`src/rtl/clksrc_pkg.sv`:
```
package clksrc_pkg;
  typedef enum logic [1:0] {
    ST_PRI = 2'd0,
    ST_INT = 2'd1,
    ST_SW  = 2'd2
  } run_state_e;

  typedef enum logic [1:0] {
    SRC_PRI = 2'd0,
    SRC_MUX = 2'd1,
    SRC_LF  = 2'd2
  } clk_src_e;
endpackage

```
`src/rtl/clksrc_entry_dec.sv`:
```
module clksrc_entry_dec #(
  parameter int SEL_W = 2
) (
  input  logic             sleep_cmd_i,
  input  logic             idle_en_i,
  input  logic [SEL_W-1:0] clk_sel_i,
  output logic             enter_req_o
);
  localparam int REQ_BIT = SEL_W - 1;

  // only the top select bit matters; lower bits are don't-care
  assign enter_req_o = sleep_cmd_i & ~idle_en_i & clk_sel_i[REQ_BIT];
endmodule

```
`src/rtl/clksrc_fsm.sv`:
```
module clksrc_fsm
  import clksrc_pkg::*;
(
  input  logic       clk,
  input  logic       rst,
  input  logic       enter_req_i,
  input  logic       wake_i,
  input  logic       pri_ready_i,
  output run_state_e state_o,
  output run_state_e state_n_o
);
  run_state_e state_q, state_d;

  always_comb begin
    state_d = state_q;
    unique case (state_q)
      ST_PRI:  if (enter_req_i) state_d = ST_INT;
      ST_INT:  if (wake_i)      state_d = ST_SW;
      ST_SW:   if (pri_ready_i) state_d = ST_PRI;
      default: state_d = ST_PRI;
    endcase
  end

  always_ff @(posedge clk) begin
    if (rst) state_q <= ST_PRI;
    else     state_q <= state_d;
  end

  assign state_o   = state_q;
  assign state_n_o = state_d;


  hold_until_ready_chk: assert property (@(posedge clk) disable iff (rst)
    (state_q == ST_SW && !pri_ready_i) |=> (state_q == ST_SW));


  wake_in_pri_chk: assert property (@(posedge clk) disable iff (rst)
    (state_q == ST_PRI && !enter_req_i) |=> (state_q == ST_PRI));
endmodule

```
`src/rtl/clksrc_stab.sv`:
```
module clksrc_stab #(
  parameter int STAB_CYCLES = 8000
) (
  input  logic clk,
  input  logic rst,
  input  logic freq_nz_i,
  input  logic clear_i,
  output logic stable_o
);
  localparam int CNT_W = (STAB_CYCLES > 1) ? $clog2(STAB_CYCLES + 1) : 1;

  logic stable_q;

  generate
    if (STAB_CYCLES <= 1) begin : g_direct
      always_ff @(posedge clk) begin
        if (rst || !freq_nz_i || clear_i) stable_q <= 1'b0;
        else                              stable_q <= 1'b1;
      end
    end else begin : g_count
      localparam logic [CNT_W-1:0] LAST = CNT_W'(STAB_CYCLES - 1);
      logic [CNT_W-1:0] cnt_q;

      always_ff @(posedge clk) begin
        if (rst || !freq_nz_i || clear_i) begin
          cnt_q    <= '0;
          stable_q <= 1'b0;
        end else if (!stable_q) begin
          if (cnt_q == LAST) stable_q <= 1'b1;
          else               cnt_q    <= cnt_q + 1'b1;
        end
      end
    end
  endgenerate

  assign stable_o = stable_q;


  stable_needs_freq_chk: assert property (@(posedge clk) disable iff (rst)
    $rose(stable_q) |-> $past(freq_nz_i));
endmodule

```
`src/rtl/clksrc_ctrl.sv`:
```
module clksrc_ctrl
  import clksrc_pkg::*;
#(
  parameter int FREQ_W      = 3,
  parameter int STAB_CYCLES = 8000
) (
  input  logic              clk,
  input  logic              rst,
  input  logic              idle_en_i,
  input  logic [1:0]        clk_sel_i,
  input  logic [FREQ_W-1:0] freq_sel_i,
  input  logic              sleep_cmd_i,
  input  logic              wake_i,
  input  logic              pri_ready_i,
  input  logic              wdog_en_i,
  input  logic              failsafe_en_i,
  output logic [1:0]        src_sel_o,
  output logic              pri_osc_en_o,
  output logic              int_out_en_o,
  output logic              lfrc_en_o,
  output logic [FREQ_W-1:0] freq_o,
  output logic              int_stable_o,
  output logic              pri_started_o,
  output logic              switch_done_o
);
  logic       enter_req;
  logic       freq_nz;
  logic       enter_done;
  logic       back_done;
  run_state_e st, st_n;
  clk_src_e   src_d;

  assign freq_nz = |freq_sel_i;

  clksrc_entry_dec #(.SEL_W(2)) u_dec (
    .sleep_cmd_i (sleep_cmd_i),
    .idle_en_i   (idle_en_i),
    .clk_sel_i   (clk_sel_i),
    .enter_req_o (enter_req)
  );

  clksrc_fsm u_fsm (
    .clk         (clk),
    .rst         (rst),
    .enter_req_i (enter_req),
    .wake_i      (wake_i),
    .pri_ready_i (pri_ready_i),
    .state_o     (st),
    .state_n_o   (st_n)
  );

  assign enter_done = (st == ST_PRI) && (st_n == ST_INT);
  assign back_done  = (st == ST_SW)  && (st_n == ST_PRI);

  clksrc_stab #(.STAB_CYCLES(STAB_CYCLES)) u_stab (
    .clk       (clk),
    .rst       (rst),
    .freq_nz_i (freq_nz),
    .clear_i   (back_done),
    .stable_o  (int_stable_o)
  );

  always_comb begin
    if (st_n == ST_PRI) src_d = SRC_PRI;
    else if (freq_nz)   src_d = SRC_MUX;
    else                src_d = SRC_LF;
  end

  always_ff @(posedge clk) begin
    if (rst) begin
      src_sel_o     <= SRC_PRI;
      pri_osc_en_o  <= 1'b1;
      int_out_en_o  <= 1'b0;
      lfrc_en_o     <= 1'b0;
      freq_o        <= '0;
      pri_started_o <= 1'b1;
      switch_done_o <= 1'b0;
    end else begin
      src_sel_o     <= src_d;
      pri_osc_en_o  <= (st_n != ST_INT);
      int_out_en_o  <= freq_nz;
      lfrc_en_o     <= ((st_n != ST_PRI) && !freq_nz) || wdog_en_i || failsafe_en_i;
      freq_o        <= freq_sel_i;
      switch_done_o <= enter_done || back_done;
      if (enter_done)     pri_started_o <= 1'b0;
      else if (back_done) pri_started_o <= 1'b1;
    end
  end


  pri_off_not_selected_chk: assert property (@(posedge clk) disable iff (rst)
    !pri_osc_en_o |-> (src_sel_o != SRC_PRI));


  stable_needs_output_chk: assert property (@(posedge clk) disable iff (rst)
    !int_out_en_o |-> !int_stable_o);


  stay_internal_chk: assert property (@(posedge clk) disable iff (rst)
    (src_sel_o != SRC_PRI && !pri_ready_i) |=> (src_sel_o != SRC_PRI));


  start_flag_rise_chk: assert property (@(posedge clk) disable iff (rst)
    $rose(pri_started_o) |-> (switch_done_o && src_sel_o == SRC_PRI));


  lf_kept_chk: assert property (@(posedge clk) disable iff (rst)
    (wdog_en_i || failsafe_en_i) |=> lfrc_en_o);
endmodule

```
`config.mk`:
```
export PLATFORM = sky130hd
export DESIGN_NAME = clksrc_ctrl
export DESIGN_NICKNAME = d
export VERILOG_FILES = /design/src/rtl/clksrc_pkg.sv /design/src/rtl/clksrc_entry_dec.sv /design/src/rtl/clksrc_fsm.sv /design/src/rtl/clksrc_stab.sv /design/src/rtl/clksrc_ctrl.sv
export SDC_FILE = /design/constraint.sdc
export NUM_CORES = 1
export LEC_CHECK = 0
export BUFFER_PORTS_ARGS = -buffer_cell sky130_fd_sc_hd__buf_2
export CAP_MARGIN = 20
export CORE_MARGIN = 1
export CORE_UTILIZATION = 55
export CTS_BUF_LIST = sky130_fd_sc_hd__clkbuf_8
export DETAILED_ROUTE_END_ITERATION = 7
export PLACE_DENSITY_LB_ADDON = 0.25
export SETUP_SLACK_MARGIN = 0.1
export SLEW_MARGIN = 40
export SYNTH_ARGS = -nofsm -noshare
export SYNTH_HDL_FRONTEND = slang
export SYNTH_SLANG_ARGS = --single-unit
```
`constraint.sdc`:
```
create_clock -name clk -period 2.94 [get_ports clk]
set_input_delay 0.441 -clock clk [delete_from_list [all_inputs] [get_ports clk]]
set_output_delay 0.441 -clock clk [all_outputs]
set_load 0.05 [all_outputs]
```
Word-level counts from Yosys, hierarchy flattened --
Index checks and enable logic that the tools add are counted.
Storage, ports and cells: register bits after elaboration 26, input bits 13
Operators by class: add/sub/neg operators 1, equal/unequal tests 5, multiplexer cells 9, bitwise operators 5, reductions and logical operators 16
Operators by type and width (number):
- adder 13 x 1 -> 13 bit (second input constant) | 1
- == test 13 bit (second input constant) | 1
- 2-to-1 mux 2 bit | 4
- case mux 2 bit (3 select lines) | 1
- logical OR 1 bit | 5
- == test 2 x 1 -> 1 bit (second input constant) | 2
- zero test 2 bit | 2
- 2-to-1 mux 1 bit | 4
- nonzero test 2 bit | 2
- logical AND 1 bit | 3
- NOT 1 bit | 3
- OR reduction 3 bit | 1
- AND 1 bit | 2
- == test 2 bit (second input constant) | 1
- inequality test 2 x 1 -> 1 bit (second input constant) | 1
- AND reduction 2 bit | 1
- OR reduction 2 bit | 1
- zero test 1 bit | 1

Logic depth before layout (Yosys ltp) --
Gate-level depths: netlist (run 1).
depth in word-level cells 9, mapped depth 5, depth with buffers taken out 5

By module --
From an unflattened synthesis (run 1), not the netlist that was laid out.
Unflattened totals: cell total of the unflattened synthesis 120, area total of the unflattened synthesis 1119.8 µm²
By module, submodules not included:
- clksrc_stab | instances 1, cells each 76, area an instance 671.9 µm², sequential area each 280.3 µm²
- clksrc_ctrl | instances 1, cells each 32, area an instance 332.8 µm², sequential area each 200.2 µm²
- clksrc_fsm | instances 1, cells each 11, area an instance 106.4 µm², sequential area each 40.0 µm²
- clksrc_entry_dec | instances 1, cells each 1, area an instance 8.8 µm², sequential area each 0.0 µm²

Worst setup path before layout (run 1) --
Ideal clock, no wire load.
path type reg2reg, from reg u_stab.stable_q (netlist: u_stab.stable_o), to reg u_stab.g_count.cnt_q[10], setup time 0.117 ns, arrival time 1.345 ns, required time 2.823 ns, slack 1.477 ns, stages on the path, launching flop included 5, buffers on the path 0, clock period less this slack 1.463 ns, cells stage by stage dfxtp_1 > nand4b_1 > nor4b_1 > xnor2_1 > nor2_1
Between the ends: word-level cells in the longest chain between the ends 2
RTL lines:
- from (decl) | RTL line clksrc_stab.sv:12 | logic stable_q;
- from (signal assigned) | RTL line clksrc_stab.sv:27 | stable_q <= 1'b0;
- from (signal assigned) | RTL line clksrc_stab.sv:29 | if (cnt_q == LAST) stable_q <= 1'b1;
- NOT 1 bit (no source line)
- AND reduction 2 bit (no source line)
- to (signal assigned) | RTL line clksrc_stab.sv:30 | else cnt_q <= cnt_q + 1'b1;
- to (decl) | RTL line clksrc_stab.sv:22 | logic [CNT_W-1:0] cnt_q;
No other way between the ends. A chain may end at the register's enable or synchronous reset.

Final worst setup path (run 1) --
from reg u_stab.g_count.cnt_q[0], to reg u_stab.g_count.cnt_q[5]
Between the ends: word-level cells in the longest chain between the ends 3, elaborated cells between the ends (all ways) 4, classes of those cells add/sub: 1; eq/ne: 1; bitwise: 1; reduce/logical: 1
RTL lines:
- branches (longest 3 deep; another with adder 13 x 1 -> 13 bit)
Parallel ways; which one is timed is not known.

==> results of run 1 <==
## synth_stat cells (all sizes together), types with 3 or more instances
| library cell | count |
|---|---|
| xor2 | 3 |
| nor2b | 4 |
| nand4 | 5 |
| a21oi | 6 |
| o21ai | 6 |
| and3b | 3 |
| dfxtp | 26 |
| nand2 | 6 |
| nor3 | 4 |
| xnor2 | 4 |
| nor2 | 12 |
## routing by layer
metal	routed length, um	share of wire (%)	track usage [%]	up-vias
li1	-	-	-	452
met3	77	3.9	3.57	2
met4	17	0.87	7.06	0
met2	904	46	33.2	20
met5	0	0	0	-
met1	957	49	24.1	398
## cells by family (layout without fill, tap and decap cells)
group / after synthesis / count (layout) / synth area share (%)
and+or+nand+nor: 54 / 54 / 30.4
DFF: 26 / 26 / 49.0
AOI/OAI and AO/OA: 20 / 20 / 11.4
xor gates and xnor gates: 7 / 7 / 5.77
buffers and inverters: 4 / 27 / 2.24
adders and majority gates: 1 / 1 / 1.18
## critical path, cell delays in order (launching register included)
cell and delay (ns):
dfxtp_1 0.34, ha_1 0.23, and2b_1 0.19, and4_4 0.21
or3_1 0.34, a21oi_1 0.15
## power by group through the flow
stage	logic, mW	clock network [mW]	registers (mW)
after floorplan	0.0216	0	0.400
after global placement	0.0620	0	0.376
after detailed placement	0.0633	0	0.377
after CTS	0.0633	0.232	0.368
after global routing	0.0686	0.246	0.370
final	0.0628	0.223	0.368
## worst max path at each step
stage,start,endpoint,slack [ns],cells after the start
6_report,u_stab.g_count.cnt_q[0],u_stab.g_count.cnt_q[5],1.40,5
5_1_grt,u_stab.g_count.cnt_q[0],u_stab.g_count.cnt_q[5],1.35,5
4_1_cts,u_stab.g_count.cnt_q[0],u_stab.g_count.cnt_q[5],1.39,5
3_5_place_dp,freq_sel_i[1],u_stab.g_count.cnt_q[0],1.30,5
3_3_place_gp,freq_sel_i[1],u_stab.stable_o,1.33,5
2_1_floorplan,u_stab.stable_o,u_stab.g_count.cnt_q[10],1.48,4
## sequential cells by signal, summed over array words and instances, names as in the netlist
| register | count |
|---|---|
| u_fsm.state_o | 2 |
| pri_started_o | 1 |
| int_out_en_o | 1 |
| freq_o | 3 |
| src_sel_o | 2 |
| u_stab.g_count.cnt_q | 13 |
| u_stab.stable_o | 1 |
| pri_osc_en_o | 1 |
| switch_done_o | 1 |
| lfrc_en_o | 1 |
## layout make-up
type / count / area (um2)
tap: 25 / 31.3
fill: 166 / 526
clock buffer: 4 / 55.1
timing repair buffer: 22 / 110
inverter: 1 / 3.75
sequential: 26 / 520
multi-input combinational: 82 / 518
==> flow_summary.json, run 1 <==
{
  "design_area_um2": 1240,
  "start_util_pct": 60.2,
  "firstDrtPassIters": 5,
  "place_hpwl_um": 1390,
  "synthFlopType": "dfxtp_1",
  "fin_util_pct": 70.2,
  "grtUsageTotal_pct": 19.5,
  "drt-total-wl_um": 1960,
  "pin_count": 24,
  "rr_worst_depth": 5,
  "antenna_left": 0,
  "die_area_um2": 2110,
  "cts_tree": "built",
  "required_ns": 3.13,
  "pwr-share-comb_pct": 9.6,
  "grt_overflow": 0,
  "grt_pass1_vias": 699,
  "cts_resized": 0,
  "synth.distinct_cells": 37,
  "synth_cells": 112,
  "hold_viol": 0,
  "fin_ws_ns": 1.40,
  "synth_top_area_share_pct": 49.0,
  "critPathArrivalTime_ns": 1.73,
  "cts_sinks": 26,
  "holdCritStartpoint": "freq_sel_i[1]",
  "fmax_ghz": 0.651,
  "netlist_top_cells_area": "dfxtp_1, nor2_1, xnor2_1",
  "drtIter0Drc": 19,
  "min_period_ns": 1.54,
  "final.setup_skew_ns": 0.00233,
  "post_drt_wl_per_cell_um": 12.2,
  "layout-drive-gt1-share_pct": 21.5,
  "ys_seq_elements": 26,
  "critical_path.max_fanout": 5,
  "critical_path_class": "flip-flop to flip-flop",
  "postCtsSetupRepairBufs": 0,
  "antenna_found_initial": 0,
  "clock_path_buffers": 2,
  "vias": 872,
  "gp_congestion": 0.878,
  "port_buffers": 22,
  "worst_slew_pin_slew_ns": 0.453,
  "finish.net_count": 150,
  "antenna_cells": 0,
  "rr_startpoint": "u_stab.g_count.cnt_q[0]",
  "layout.cells.non_filler": 160,
  "power.density_nw_per_um2": 528,
  "holdPathStages": 2,
  "yosysSeqAreaShare_pct": 49.0,
  "yosysWarnings": 0,
  "synth_async_sr_flop_share_pct": 0,
  "grt_max_degree": 15,
  "worstReg2RegEnd": "u_stab.g_count.cnt_q[5]",
  "max_slew_margin_pct": 69.6,
  "max_cap_violations": 0,
  "vias_per_cell": 5.45,
  "syn_avg_cell_area_um2": 9.48,
  "post-synth-top-area-cell": "dfxtp_1",
  "rsz0062_at_grt": "false",
  "clk_pin_slew_ns": 0.09,
  "holdBufCountCts": 0,
  "fp-row-count": 15,
  "die_h_um": 45.9,
  "place_ws_ns": 1.30,
  "worst_hold_slack_ns": 0.403,
  "switchingPower_mw": 0.153,
  "dieWidth_um": 45.9,
  "status": "complete, no violations",
  "clk-insertion-delay-late_ns": 0.26,
  "clkPwrFrac_pct": 34.1,
  "post-route-drc-count": 0,
  "vdd_drop_max_v": 0.000365,
  "cts_max_level": 1,
  "cts_root_buffer": "clkbuf_8",
  "syn_area_um2": 1060,
  "core_um2": 1760,
  "critPathLaunchType": "flip-flop",
  "hp-class": "input pin to flip-flop",
  "swShare_pct": 23.3,
  "synthToLayoutAreaGrowth_pct": 16.6,
  "synth_nets": 126,
  "internal_power_mw": 0.502,
  "hold_end": "freq_o[1]",
  "numCtsBuffers": 3,
  "slew_viol_final": 0,
  "place_inst": 156,
  "grt_pass1_wl_um": 2970,
  "setup_viol": 0,
  "fin_tns_setup_ns": 0,
  "min_period_over_period_pct": 52.3,
  "leakagePower_nw": 0.502,
  "finalPower_mw": 0.654,
  "rrSetupSlack_ns": 1.40,
  "synth_edf_count": 0,
  "critPathCaptureType": "flip-flop",
  "placed_area_um2": 1180,
  "p_seq_share_pct": 56.3,
  "final_common_cell": "dfxtp_1",
  "mostFrequentLayoutCells": "dfxtp_1, buf_2, nor2_1"
}
(Power assumes the default switching activity.)
==> run 2: changes to the inputs <==
CORE_UTILIZATION = 49   (was 55)
clock period = 1.25 ns   (was 2.94 ns; I/O delays follow)
==> run 2 against run 1 <==
Net effect: the run now ends with setup timing left; highest routed layer unchanged; cell count rose by 15%; fmax rose by 8.8%; critical path type unchanged; utilization rose by 11 points; count of clock-buffer cells in the layout fell by 1; hold slack got worse by 0.25 ns; sequential share of layout area fell by 8.5 points; wire length rose by 40%; power rose by 140%; sequential power rose by 140%; flip-flop and latch count did not move.
==> flow_summary.json, run 2 (same netlist as run 1, synthesis figures left out) <==
{
  "status": "finished with violations",
  "violations": "setup timing",
  "cts_root_buffer": "clkbuf_8",
  "holdCritStartpoint": "freq_sel_i[2]",
  "drt-total-wl_um": 2740,
  "pin_count": 24,
  "rr_worst_depth": 5,
  "power.density_nw_per_um2": 953,
  "finalPower_mw": 1.55,
  "multi_input_area_um2": 678,
  "gp_congestion": 0.882,
  "post-route-drc-count": 0,
  "critPathArrivalTime_ns": 1.60,
  "clock_path_buffers": 2,
  "clk_pin_slew_ns": 0.09,
  "synthToLayoutAreaGrowth_pct": 53.1,
  "cp_top_family": "simple AND/OR/NAND/NOR gates",
  "dieWidth_um": 48.6,
  "pwr-share-comb_pct": 13.7,
  "path_cells": "ha_4 > and2b_1 > and4_4 > or3_1 > a21oi_1",
  "regArea_um2": 546,
  "die_h_um": 48.6,
  "post_drt_wl_per_cell_um": 14.9,
  "layout-drive-gt1-share_pct": 51.6,
  "min_period_over_period_pct": 113,
  "antenna_cells": 0,
  "grt_pass1_wl_um": 4440,
  "internal_power_mw": 1.16,
  "hold_end": "freq_o[2]",
  "largest_register": "u_stab.g_count.cnt_q",
  "holdBufCountCts": 0,
  "cts_tree": "built",
  "switchingPower_mw": 0.394,
  "grtUsageTotal_pct": 24.5,
  "grt_max_degree": 15,
  "final.setup_skew_ns": 0.00619,
  "critPathCaptureType": "flip-flop",
  "critical_path.max_fanout": 5,
  "fmax_ghz": 0.708,
  "swShare_pct": 25.4,
  "antenna_found_initial": 0,
  "critical_path_class": "flip-flop to flip-flop",
  "p_seq_share_pct": 55.8,
  "mostFrequentLayoutCells": "buf_2, dfxtp_1, buf_4",
  "fin_ws_ns": -0.161,
  "max_slew_margin_pct": 80.8,
  "vias_per_cell": 5.59,
  "drtIter0Drc": 31,
  "clk-insertion-delay-late_ns": 0.27,
  "slowest_delay_ns": 0.37,
  "max_cap_violations": 0,
  "rsz0062_at_grt": "true",
  "cp_slowest_cell": "dfxtp_4",
  "worst_slew_pin_slew_ns": 0.287,
  "grt_overflow": 0,
  "die_area_um2": 2360,
  "top_regs": "u_stab.g_count.cnt_q (13), freq_o (3)",
  "port_buffers": 22,
  "cts_sinks": 26,
  "slew_viol_final": 0,
  "antenna_left": 0,
  "critPathLaunchType": "flip-flop",
  "place_ws_ns": -0.106,
  "place_hpwl_um": 1590,
  "holdPathStages": 2,
  "path_buf_inv": 0,
  "vias": 1029,
  "required_ns": 1.44,
  "final_common_cell": "buf_2",
  "grt_pass1_vias": 1017,
  "clkPwrFrac_pct": 30.5,
  "finish.net_count": 172,
  "numCtsBuffers": 3,
  "fillers": 112,
  "setup_viol": 8,
  "start_util_pct": 53.1,
  "rrSetupSlack_ns": -0.16,
  "hold_viol": 0,
  "min_period_ns": 1.41,
  "vdd_drop_max_v": 0.000878,
  "worstReg2RegEnd": "u_stab.g_count.cnt_q[5]",
  "fp-row-count": 16,
  "leakagePower_nw": 0.694,
  "rr_startpoint": "u_stab.g_count.cnt_q[1]",
  "largest_reg_flops": 13,
  "core_um2": 2000,
  "firstDrtPassIters": 4,
  "hp-class": "input pin to flip-flop",
  "cts_max_level": 1
}
run 2: cell types whose count changed in the layout (fill, tap and decap cells not counted), moves of 3 or more:
cell     change
buf_6        +8
a21oi_2      +3
o21ai_0      -3
dfxtp_2      +5
dfxtp_1     -10
a21oi_1      -3
dfxtp_4      +5
buf_4       +14
run 2: how the worst max path moves through the flow:
stage / start / end / slack, ns / depth (start not counted)
after CTS: u_stab.g_count.cnt_q[1] / u_stab.g_count.cnt_q[5] / -0.1 / 5
after global placement: u_stab.g_count.cnt_q[1] / u_stab.g_count.cnt_q[0] / -0.08 / 5
after global routing: u_stab.g_count.cnt_q[0] / u_stab.g_count.cnt_q[5] / -0.20 / 5
after floorplan: u_stab.g_count.cnt_q[5] / u_stab.g_count.cnt_q[5] / -0.03 / 5
final: u_stab.g_count.cnt_q[1] / u_stab.g_count.cnt_q[5] / -0.16 / 5
after detailed placement: u_stab.g_count.cnt_q[1] / u_stab.g_count.cnt_q[5] / -0.11 / 5
run 2: metal layers:
layer  vias to the layer above  global-route usage, %  share of wire, %
met1                       481                   26.9                39
met5                         -                      0                 0
met3                         6                   5.35               4.4
met2                        43                   45.1                55
li1                        499                      -                 -
met4                         0                   10.8               1.8
run 2: stage by stage:
| step | hold WS (ns) | cell area (um2) | std cells | setup TNS, ns | util, % |
|---|---|---|---|---|---|
| final | 0.152 | 1630 | 184 | -0.556 | 81.3 |
| after global routing | 0.166 | 1630 | 184 | -1.17 | 81.3 |
| after CTS | 0.142 | 1520 | 180 | -0.283 | 76.1 |
| after detailed placement | 0.418 | 1340 | 172 | -0.546 | 66.8 |
| after global placement | 0.413 | 1340 | 172 | -0.322 | 66.8 |
| after floorplan | 0.271 | 1100 | 112 | -0.0748 | - |
run 2: power groups by stage:
| stage | registers (mW) | clock network (mW) | logic [mW] |
|---|---|---|---|
| final | 0.865 | 0.473 | 0.212 |
| after global routing | 0.868 | 0.512 | 0.227 |
| after CTS | 0.868 | 0.472 | 0.192 |
| after detailed placement | 0.887 | 0 | 0.174 |
| after global placement | 0.886 | 0 | 0.170 |
| after floorplan | 0.943 | 0 | 0.0532 |
run 2: final cells by class:
type | count | area share [%]
Clock inverter | 1 | 0.231
Clock buffer | 3 | 2.54
Multi-Input combinational cell | 82 | 41.7
Inverter | 1 | 0.231
Tap cell | 27 | 2.08
Timing Repair Buffer | 44 | 19.7
Sequential cell | 26 | 33.5
run 2: timing repair:
item / CTS / global route
pin swaps: 11 / 9
buffers inserted: 4 / 4
endpoints found under the setup margin: 17 / 20
endpoints found under the hold margin: 0 / 0
resized for setup: 27 / 22
==> run 3: changes to the inputs <==
REMOVE_ABC_BUFFERS = 1   (was not set)
==> run 3 against run 2 <==
Net effect: the flow still finishes with violations (setup timing); wire length up 14%; highest routed layer unchanged; utilization shrank 0.12 points; sequential share of layout area fell by 0.56 points; worst setup slack lost 0.081 ns.
==> flow_summary.json, run 3 (same netlist as run 1, synthesis figures left out) <==
{
  "finalPower_mw": 1.62,
  "firstDrtPassIters": 4,
  "clk_pin_slew_ns": 0.09,
  "rsz0062_at_grt": "true",
  "synthToLayoutAreaGrowth_pct": 52.9,
  "largest_reg_flops": 13,
  "hp-class": "input pin to flip-flop",
  "status": "finished with violations",
  "fillers": 119,
  "antenna_left": 0,
  "top_regs": "u_stab.g_count.cnt_q (13), freq_o (3)",
  "min_period_over_period_pct": 119,
  "setup.worst_path.start": "u_stab.g_count.cnt_q[1]",
  "port_buffers": 22,
  "path_buf_inv": 0,
  "antenna_found_initial": 0,
  "regArea_um2": 536,
  "clk-insertion-delay-late_ns": 0.27,
  "fin_ws_ns": -0.242,
  "rr_worst_depth": 5,
  "setup_viol": 11,
  "holdCritStartpoint": "freq_sel_i[1]",
  "start_util_pct": 53.1,
  "drtIter0Drc": 32,
  "vias_per_cell": 5.77,
  "holdPathStages": 2,
  "largest_register": "u_stab.g_count.cnt_q",
  "cp_slowest_cell": "nor4b_2",
  "multi_input_area_um2": 666,
  "finish.net_count": 176,
  "critical_path_class": "flip-flop to flip-flop",
  "leakagePower_nw": 0.673,
  "cts_root_buffer": "clkbuf_8",
  "final_common_cell": "buf_4",
  "cts_tree": "built",
  "rr_startpoint": "u_stab.g_count.cnt_q[1]",
  "worstSetupPathDepth": 5,
  "grt_pass1_vias": 980,
  "grt_max_degree": 15,
  "hold_viol": 0,
  "numCtsBuffers": 3,
  "max_cap_violations": 0,
  "max_slew_margin_pct": 78.0,
  "mostFrequentLayoutCells": "buf_4, buf_2, dfxtp_1",
  "vdd_drop_max_v": 0.000923,
  "vias": 1085,
  "post_drt_wl_per_cell_um": 16.6,
  "slowest_delay_ns": 0.41,
  "grtUsageTotal_pct": 24.3,
  "cts_max_level": 1,
  "die_h_um": 48.6,
  "cts_sinks": 26,
  "fin_tns_setup_ns": -1.25,
  "place_hpwl_um": 1710,
  "layout-drive-gt1-share_pct": 52.2,
  "clock_path_buffers": 2,
  "worst_slew_pin_slew_ns": 0.329,
  "rrSetupSlack_ns": -0.24,
  "required_ns": 1.42,
  "cp_top_family": "simple AND/OR/NAND/NOR gates",
  "post-route-drc-count": 0,
  "path_cells": "ha_4 > nand4b_1 > nor4b_2 > xnor2_1 > nor2_1",
  "placed_area_um2": 1340,
  "min_period_ns": 1.49,
  "antenna_cells": 0,
  "grt_overflow": 0,
  "slew_viol_final": 0,
  "core_um2": 2000,
  "fp-row-count": 16,
  "design_area_um2": 1620,
  "drt-total-wl_um": 3110,
  "critical_path.max_fanout": 3,
  "violations": "setup timing",
  "critPathArrivalTime_ns": 1.66,
  "place_ws_ns": -0.213,
  "die_area_um2": 2360,
  "fmax_ghz": 0.670,
  "power.density_nw_per_um2": 996,
  "dieWidth_um": 48.6,
  "pin_count": 24,
  "gp_congestion": 0.900,
  "fin_util_pct": 81.1,
  "critPathLaunchType": "flip-flop",
  "grt_pass1_wl_um": 4350,
  "final.setup_skew_ns": 0.00664,
  "critPathCaptureType": "flip-flop"
}
## run 3: what timing repair did
action,4_1_cts,5_1_grt
setup buffers,3,3
resized for setup,26,25
setup endpoints to repair,18,20
pin swaps,17,13
hold buffers,0,0
## run 3: worst register-to-register path, cell delays in order (launching register included)
cell      delay [ns]
dfxtp_2         0.37
ha_4            0.15
nand4b_1        0.24
nor4b_2         0.41
xnor2_1         0.16
nor2_1          0.07
## run 3: final cells by class
class	count	share of cell area [%]
clock buffers	4	3.39
flip-flops and latches	26	33.0
repair buffers	48	20.3
multi-input cells	82	41.0
well taps	27	2.08
inverters	1	0.231
## run 3: through the flow
step / hold WS, ns / cells
6_report: 0.162 / 188
3_5_place_dp: 0.434 / 178
5_1_grt: 0.181 / 188
2_1_floorplan: 0.257 / 109
4_1_cts: 0.158 / 185
3_3_place_gp: 0.415 / 178
## run 3: final timing paths
check	to
max	u_stab.g_count.cnt_q[10]
min	freq_o[1]
max reg2reg	u_stab.g_count.cnt_q[10]
min reg2reg	pri_started_o
## run 3: routing by layer
layer | wire length, um | global-route usage, %
met1 | 1380 | 30.5
met2 | 1510 | 39.2
met3 | 139 | 3.77
met4 | 86 | 15.2
met5 | 0 | 0
## run 3: where the power goes
group	switching, mW	internal [mW]	leakage (nW)
clock network	0.262	0.281	0.0288
registers	0.0145	0.851	0.216
logic	0.127	0.0817	0.428
total	0.403	1.21	0.673
